File: src/rtl/sync_pm_pkg.sv
package sync_pm_pkg;

  typedef enum logic [1:0] {
    PM_NORMAL  = 2'b00,
    PM_STANDBY = 2'b01,
    PM_SUSPEND = 2'b10,
    PM_OFF     = 2'b11
  } pm_state_t;

  // Map the two presence flags to the state they call for.
  function automatic pm_state_t pm_decode(input logic h_ok, input logic v_ok);
    pm_state_t s;
    case ({h_ok, v_ok})
      2'b11:   s = PM_NORMAL;
      2'b01:   s = PM_STANDBY;
      2'b10:   s = PM_SUSPEND;
      default: s = PM_OFF;
    endcase
    return s;
  endfunction

endpackage

File: src/rtl/spm_tick_gen.sv
module spm_tick_gen #(
  parameter int DIV = 50
) (
  input  logic clk,
  input  logic rst_n,
  output logic tick_o
);
  localparam int CW = (DIV > 1) ? $clog2(DIV) : 1;
  localparam logic [CW-1:0] LAST = CW'(DIV - 1);

  logic [CW-1:0] cnt_q, cnt_d;

  always_comb begin
    tick_o = (cnt_q == LAST);
    cnt_d  = tick_o ? '0 : cnt_q + 1'b1;
  end

  always_ff @(posedge clk or negedge rst_n) begin
    if (!rst_n) cnt_q <= '0;
    else        cnt_q <= cnt_d;
  end
endmodule

File: src/rtl/spm_activity.sv
module spm_activity #(
  parameter int TIMEOUT = 200
) (
  input  logic clk,
  input  logic rst_n,
  input  logic tick_i,
  input  logic sync_i,
  output logic present_o
);
  localparam int CW = $clog2(TIMEOUT + 1);
  localparam logic [CW-1:0] LIMIT = CW'(TIMEOUT);

  logic          s1_q, s2_q, s3_q;
  logic          edge_seen;
  logic [CW-1:0] age_q, age_d;

  always_ff @(posedge clk or negedge rst_n) begin
    if (!rst_n) begin
      s1_q <= 1'b0;
      s2_q <= 1'b0;
      s3_q <= 1'b0;
    end else begin
      s1_q <= sync_i;
      s2_q <= s1_q;
      s3_q <= s2_q;
    end
  end

  always_comb begin
    edge_seen = s2_q ^ s3_q;
    age_d     = age_q;
    if (edge_seen)                      age_d = '0;
    else if (tick_i && (age_q != LIMIT)) age_d = age_q + 1'b1;
  end

  always_ff @(posedge clk or negedge rst_n) begin
    if (!rst_n) age_q <= LIMIT;
    else        age_q <= age_d;
  end

  assign present_o = (age_q != LIMIT);
endmodule

File: src/rtl/spm_debounce.sv
module spm_debounce
  import sync_pm_pkg::*;
#(
  parameter int INTERVAL_TICKS = 100000,
  parameter int PERSIST        = 8
) (
  input  logic      clk,
  input  logic      rst_n,
  input  logic      tick_i,
  input  logic      h_ok_i,
  input  logic      v_ok_i,
  output pm_state_t state_o,
  output logic      ivl_pulse_o
);
  localparam int IW = (INTERVAL_TICKS > 1) ? $clog2(INTERVAL_TICKS) : 1;
  localparam logic [IW-1:0] IVL_LAST = IW'(INTERVAL_TICKS - 1);
  localparam int PW = $clog2(PERSIST + 1);
  localparam logic [PW-1:0] P_LAST = PW'(PERSIST - 1);

  logic [IW-1:0] ivl_q, ivl_d;
  logic [PW-1:0] pcnt_q, pcnt_d;
  pm_state_t     state_q, state_d, cand_q, cand_d, raw;

  always_comb begin
    ivl_pulse_o = tick_i && (ivl_q == IVL_LAST);
    ivl_d       = ivl_q;
    if (ivl_pulse_o) ivl_d = '0;
    else if (tick_i) ivl_d = ivl_q + 1'b1;
  end

  always_comb begin
    raw     = pm_decode(h_ok_i, v_ok_i);
    state_d = state_q;
    cand_d  = cand_q;
    pcnt_d  = pcnt_q;
    if (raw == PM_NORMAL) begin
      state_d = PM_NORMAL;
      cand_d  = PM_NORMAL;
      pcnt_d  = '0;
    end else if (raw == state_q) begin
      cand_d  = raw;
      pcnt_d  = '0;
    end else if (raw != cand_q) begin
      cand_d  = raw;
      pcnt_d  = '0;
    end else if (ivl_pulse_o) begin
      if (pcnt_q == P_LAST) begin
        state_d = cand_q;
        pcnt_d  = '0;
      end else begin
        pcnt_d  = pcnt_q + 1'b1;
      end
    end
  end

  always_ff @(posedge clk or negedge rst_n) begin
    if (!rst_n) begin
      ivl_q   <= '0;
      pcnt_q  <= '0;
      state_q <= PM_OFF;
      cand_q  <= PM_OFF;
    end else begin
      ivl_q   <= ivl_d;
      pcnt_q  <= pcnt_d;
      state_q <= state_d;
      cand_q  <= cand_d;
    end
  end

  assign state_o = state_q;
endmodule

File: src/rtl/spm_out_stage.sv
module spm_out_stage
  import sync_pm_pkg::*;
#(
  parameter int HOLD_TICKS = 50000
) (
  input  logic      clk,
  input  logic      rst_n,
  input  logic      tick_i,
  input  pm_state_t state_i,
  input  logic      mode_chg_i,
  input  logic      vblank_i,
  output logic      led_green_o,
  output logic      led_amber_o,
  output logic      rail_en_o,
  output logic      blank_o
);
  localparam int HW = $clog2(HOLD_TICKS + 2);
  localparam logic [HW-1:0] LOAD = HW'(HOLD_TICKS + 1);

  logic [HW-1:0] hold_q, hold_d;
  logic          normal;
  logic          green_d, amber_d, rail_d, blank_d;
  logic          green_q, amber_q, rail_q, blank_q;

  always_comb begin
    hold_d = hold_q;
    if (mode_chg_i)                     hold_d = LOAD;
    else if (tick_i && (hold_q != '0))  hold_d = hold_q - 1'b1;
  end

  always_comb begin
    normal  = (state_i == PM_NORMAL);
    green_d = normal;
    amber_d = !normal;
    rail_d  = normal;
    blank_d = !normal || (hold_q != '0) || mode_chg_i || vblank_i;
  end

  always_ff @(posedge clk or negedge rst_n) begin
    if (!rst_n) begin
      hold_q  <= '0;
      green_q <= 1'b0;
      amber_q <= 1'b1;
      rail_q  <= 1'b0;
      blank_q <= 1'b1;
    end else begin
      hold_q  <= hold_d;
      green_q <= green_d;
      amber_q <= amber_d;
      rail_q  <= rail_d;
      blank_q <= blank_d;
    end
  end

  assign led_green_o = green_q;
  assign led_amber_o = amber_q;
  assign rail_en_o   = rail_q;
  assign blank_o     = blank_q;
endmodule

File: src/rtl/sync_power_ctrl.sv
module sync_power_ctrl
  import sync_pm_pkg::*;
#(
  parameter int CLK_PER_US        = 50,
  parameter int HS_TIMEOUT_US     = 200,
  parameter int VS_TIMEOUT_US     = 100000,
  parameter int PERSIST_INTERVALS = 8,
  parameter int MODE_BLANK_US     = 50000
) (
  input  logic       clk,
  input  logic       rst_n,
  input  logic       hsync_i,
  input  logic       vsync_i,
  input  logic       vblank_i,
  input  logic       mode_chg_i,
  output logic [1:0] pm_state_o,
  output logic       hsync_ok_o,
  output logic       vsync_ok_o,
  output logic       led_green_o,
  output logic       led_amber_o,
  output logic       rail_en_o,
  output logic       blank_o
);
  logic      rst_meta_q, rst_sync_q;
  logic      us_tick;
  logic      h_ok, v_ok;
  logic      ivl_pulse;
  pm_state_t state;

  always_ff @(posedge clk or negedge rst_n) begin
    if (!rst_n) begin
      rst_meta_q <= 1'b0;
      rst_sync_q <= 1'b0;
    end else begin
      rst_meta_q <= 1'b1;
      rst_sync_q <= rst_meta_q;
    end
  end

  spm_tick_gen #(.DIV(CLK_PER_US)) u_tick (
    .clk(clk), .rst_n(rst_sync_q), .tick_o(us_tick)
  );

  spm_activity #(.TIMEOUT(HS_TIMEOUT_US)) u_hs_act (
    .clk(clk), .rst_n(rst_sync_q), .tick_i(us_tick),
    .sync_i(hsync_i), .present_o(h_ok)
  );

  spm_activity #(.TIMEOUT(VS_TIMEOUT_US)) u_vs_act (
    .clk(clk), .rst_n(rst_sync_q), .tick_i(us_tick),
    .sync_i(vsync_i), .present_o(v_ok)
  );

  spm_debounce #(
    .INTERVAL_TICKS(VS_TIMEOUT_US), .PERSIST(PERSIST_INTERVALS)
  ) u_deb (
    .clk(clk), .rst_n(rst_sync_q), .tick_i(us_tick),
    .h_ok_i(h_ok), .v_ok_i(v_ok),
    .state_o(state), .ivl_pulse_o(ivl_pulse)
  );

  spm_out_stage #(.HOLD_TICKS(MODE_BLANK_US)) u_out (
    .clk(clk), .rst_n(rst_sync_q), .tick_i(us_tick),
    .state_i(state), .mode_chg_i(mode_chg_i), .vblank_i(vblank_i),
    .led_green_o(led_green_o), .led_amber_o(led_amber_o),
    .rail_en_o(rail_en_o), .blank_o(blank_o)
  );

  assign pm_state_o = state;
  assign hsync_ok_o = h_ok;
  assign vsync_ok_o = v_ok;
endmodule

File: config.mk
export PLATFORM = sky130hd
export DESIGN_NAME = sync_power_ctrl
export DESIGN_NICKNAME = d
export VERILOG_FILES = /design/src/rtl/sync_pm_pkg.sv /design/src/rtl/spm_tick_gen.sv /design/src/rtl/spm_activity.sv /design/src/rtl/spm_debounce.sv /design/src/rtl/spm_out_stage.sv /design/src/rtl/sync_power_ctrl.sv
export SDC_FILE = /design/constraint.sdc
export NUM_CORES = 1
export LEC_CHECK = 0
export CAP_MARGIN = 20
export CORE_AREA = 10 10 109 111
export CTS_CLUSTER_DIAMETER = 200
export CTS_CLUSTER_SIZE = 12
export DETAILED_ROUTE_END_ITERATION = 10
export DIE_AREA = 0 0 119 121
export DONT_BUFFER_PORTS = 1
export GPL_TIMING_DRIVEN = 0
export SLEW_MARGIN = 15
export SYNTH_ARGS = -nofsm -noshare
export SYNTH_HDL_FRONTEND = slang
export SYNTH_SLANG_ARGS = --single-unit
export TNS_END_PERCENT = 20
File: constraint.sdc
create_clock -name clk -period 5.8 [get_ports clk]
set_input_delay 1.74 -clock clk [delete_from_list [all_inputs] [get_ports clk]]
set_output_delay 1.74 -clock clk [all_outputs]
set_load 0.01 [all_outputs]
==> impl_metrics.env <==
export IMPL_synth_edf_count=0
export IMPL_crit_end="hsync_ok_o"
export IMPL_path_max_fanout=7
export IMPL_area_growth_pct=8.90
export IMPL_cp_required_ns=4.06
export IMPL_post_cts_buffers=0
export IMPL_grt_use_met3_pct=3.96
export IMPL_numCtsBuffers=9
export IMPL_start_util_pct=44.8
export IMPL_coreArea_sq_um=9640
export IMPL_clock_path_buffers=2
export IMPL_wl_mm=8.14
export IMPL_layout_drive_gt1_share_pct=14.9
export IMPL_met2_usage_pct=19.5
export IMPL_p_sw_share_pct=22.7
export IMPL_status="finished, final reports clean"
export IMPL_period_share_pct=61.5
export IMPL_powerDensity_nw_per_um2=216
export IMPL_internal_power_mw=0.783
export IMPL_multi_input_area_sq_um=2090
export IMPL_pin_count=14
export IMPL_cts_root_buffer_cell="clkbuf_8"
export IMPL_grt_busiest_layer="met2"
export IMPL_grt_pass1_wl_mm=14.2
export IMPL_fillers=950
export IMPL_cts_resized=0
export IMPL_combPwrFrac_pct=1.7
export IMPL_yosys_warnings=0
export IMPL_r2r_cells=8
export IMPL_drc=0
export IMPL_dp_hpwl_mm=5.68
export IMPL_path_clk_slew_ns=0.09
export IMPL_grt_pass1_vias=2992
export IMPL_place_area_sq_um=4510
export IMPL_netSwitchingPower_mw=0.230
export IMPL_port_buffers=0
export IMPL_clk_latency_ns=0.37
export IMPL_antenna_cells=0
export IMPL_cellLeakagePower_nw=1.93
export IMPL_r2r_slack_ns=3.61
export IMPL_fmax_ghz=0.280
export IMPL_synth_seq_area_share_pct=48.6
export IMPL_fp_row_count=36
export IMPL_drv_cap=0
export IMPL_syn_inst=413
export IMPL_post_route_min_period_ns=3.57
export IMPL_grt_setup_unrepaired="false"
export IMPL_power_frac_seq_pct=58.0
export IMPL_critPathArrivalTime_ns=1.83
export IMPL_layout_area_seq_sq_um=2100
export IMPL_finalInstanceArea_sq_um=4700
export IMPL_clockPowerShare_pct=40.2
export IMPL_relSlewSlack_pct=49.4
export IMPL_grt_max_degree=45
export IMPL_grt_ovfl_total=0
export IMPL_groute_usage_overall_pct=11.9
export IMPL_p_total_mw=1.01
export IMPL_nets=441
export IMPL_critPathKind="reg -> out"
export IMPL_cts_sinks=83
export IMPL_yosys_cell_types_count=57
export IMPL_cts_tree="yes"
export IMPL_finalHoldViolCount=0
export IMPL_critPathLaunchType="flop"
export IMPL_reg2reg_to="u_deb.pcnt_q[1]"
export IMPL_synth_avg_cell_area_sq_um=10.4
export IMPL_die_area_sq_um=14400
export IMPL_async_flop_share_pct=100
export IMPL_syn_cell_area_sq_um=4310
export IMPL_route_vias_total=3011
export IMPL_vias_per_cell=5.35
export IMPL_holdBufCountCts=0
export IMPL_drv_slew=0
export IMPL_endpoint_kind="output port"
export IMPL_antenna_found_initial=0
export IMPL_htree_levels=3
export IMPL_finalWeightedCongestion=0.816
export IMPL_worstMarginPinSlew_ns=0.757
export IMPL_synth_seq_cells=83
export IMPL_met1_usage_pct=14.2
export IMPL_synth_flop_cell="dfrtp_1"
export IMPL_drt_iter0_drc=143
export IMPL_tns_ns=0
export IMPL_die_x_microns=119
export IMPL_ant_nets=0
export IMPL_setup_violations_final=0
export IMPL_hp_class="reg -> async"
export IMPL_fin_skew_ns=0.0186
export IMPL_max_vdd_ir_drop_mv=0.154
export IMPL_r2r_start="u_hs_act.age_q[0]"
export IMPL_first_pass_iters=4
export IMPL_die_h_microns=121
export IMPL_timing_critical_path_from="u_hs_act.age_q[0]"
export IMPL_routedWlPerCell_microns=14.4
export IMPL_synth_nets=429
==> cells in the mapped netlist, types with 8 or more instances <==
library cell / instances / area share, %
and3_1: 8 / 1.2
dfrtp_1: 68 / 39
dfstp_2: 15 / 9.1
ha_1: 10 / 2.9
inv_1: 15 / 1.3
nand2_1: 29 / 2.5
nand3_1: 25 / 2.9
nand4_1: 13 / 1.9
nor2_1: 53 / 4.6
nor3_1: 9 / 1.0
nor4_1: 8 / 1.2
nor4_2: 8 / 2.3
o21ai_0: 8 / 0.93
xnor2_1: 28 / 5.7
xor2_1: 26 / 5.3
==> worst max-delay path, stage by stage, from the launching register on <==
cell and delay [ns]:
dfrtp_1 0.43, inv_1 0.12, ha_1 0.18, nand4_2 0.14
nor4_4 0.45, inv_4 0.15
==> kinds of logic (layout without fill, tap and decap cells) <==
kind of cell             Yosys count  in the layout  share of synthesized area (%)
adder cells (fa/ha/maj)           10             10                           2.90
flip-flops                        83             83                           48.6
XOR/XNOR                          54             54                           11.0
AO/OA/AOI/OAI                     29             29                           4.52
multiplexers                       4              4                          0.928
other                              1              1                         0.0869
AND/OR/NAND/NOR                  204            204                           28.9
buffers and inverters             28             45                           3.07
==> layout by cell type, fill, tap and decap left out, drive strengths merged, types with 7 or more instances in the layout <==
| cell | n |
|---|---|
| dfrtp | 68 |
| nor2 | 54 |
| xor2 | 26 |
| nor3 | 9 |
| nand4 | 15 |
| ha | 10 |
| buf | 7 |
| dfstp | 15 |
| inv | 16 |
| and3 | 10 |
| nor4 | 18 |
| a21oi | 7 |
| xnor2 | 28 |
| nand2 | 31 |
| o21ai | 8 |
| nand3 | 26 |
| clkbuf | 17 |
==> power groups by stage <==
| stage | Combinational, mW | Sequential (mW) | Clock, mW |
|---|---|---|---|
| after floorplan | 0.00695 | 0.601 | 0 |
| after global routing | 0.0202 | 0.589 | 0.444 |
| after global placement | 0.0101 | 0.605 | 0 |
| after detailed placement | 0.0183 | 0.600 | 0 |
| after CTS | 0.0182 | 0.588 | 0.420 |
| final | 0.0174 | 0.588 | 0.408 |
==> how the worst min path moves through the flow <==
| stage | from | to | slack, ns |
|---|---|---|---|
| floorplan | rst_meta_q | rst_sync_q | 0.33 |
| global placement | u_vs_act.s1_q | u_vs_act.s2_q | 0.33 |
| detailed placement | rst_sync_q | u_hs_act.s2_q | 0.33 |
| CTS | rst_sync_q | u_out.hold_q[13] | 0.33 |
| global route | rst_sync_q | u_out.hold_q[13] | 0.36 |
| finish | rst_sync_q | u_out.hold_q[10] | 0.30 |
==> registers in the layout, indices dropped and copies added (netlist names), 2 cells and up <==
signal / count
u_tick.cnt_q: 6
u_deb.state_o: 2
u_hs_act.age_q: 8
u_deb.ivl_q: 17
u_deb.cand_q: 2
u_out.hold_q: 16
u_deb.pcnt_q: 4
u_vs_act.age_q: 17
==> area by class of cell <==
cell class | count | share of cell area (%)
well taps | 133 | 3.54
inverters | 16 | 1.33
clock buffers | 11 | 2.80
clock inverters | 5 | 1.17
repair buffers | 1 | 0.586
plain buffers | 12 | 1.49
flip-flops and latches | 83 | 44.7
multi-input cells | 302 | 44.4
==> through the flow <==
| step | utilization, % | hold WS, ns | setup slack (ns) | cells |
|---|---|---|---|---|
| after floorplan | - | 0.331 | 2.83 | 413 |
| after global placement | 46.5 | 0.332 | 2.31 | 546 |
| after detailed placement | 46.8 | 0.332 | 2.59 | 547 |
| after CTS | 48.7 | 0.327 | 2.19 | 563 |
| after global routing | 48.7 | 0.357 | 2.10 | 563 |
| final | 48.7 | 0.302 | 2.23 | 563 |
==> layer usage <==
| metal | wire [microns] | up-vias |
|---|---|---|
| met3 | 335 | 11 |
| met2 | 3890 | 34 |
| li1 | - | 1462 |
| met4 | 121 | 0 |
| met1 | 3790 | 1504 |
| met5 | 0 | - |
Power figures use the tool's default switching activity.
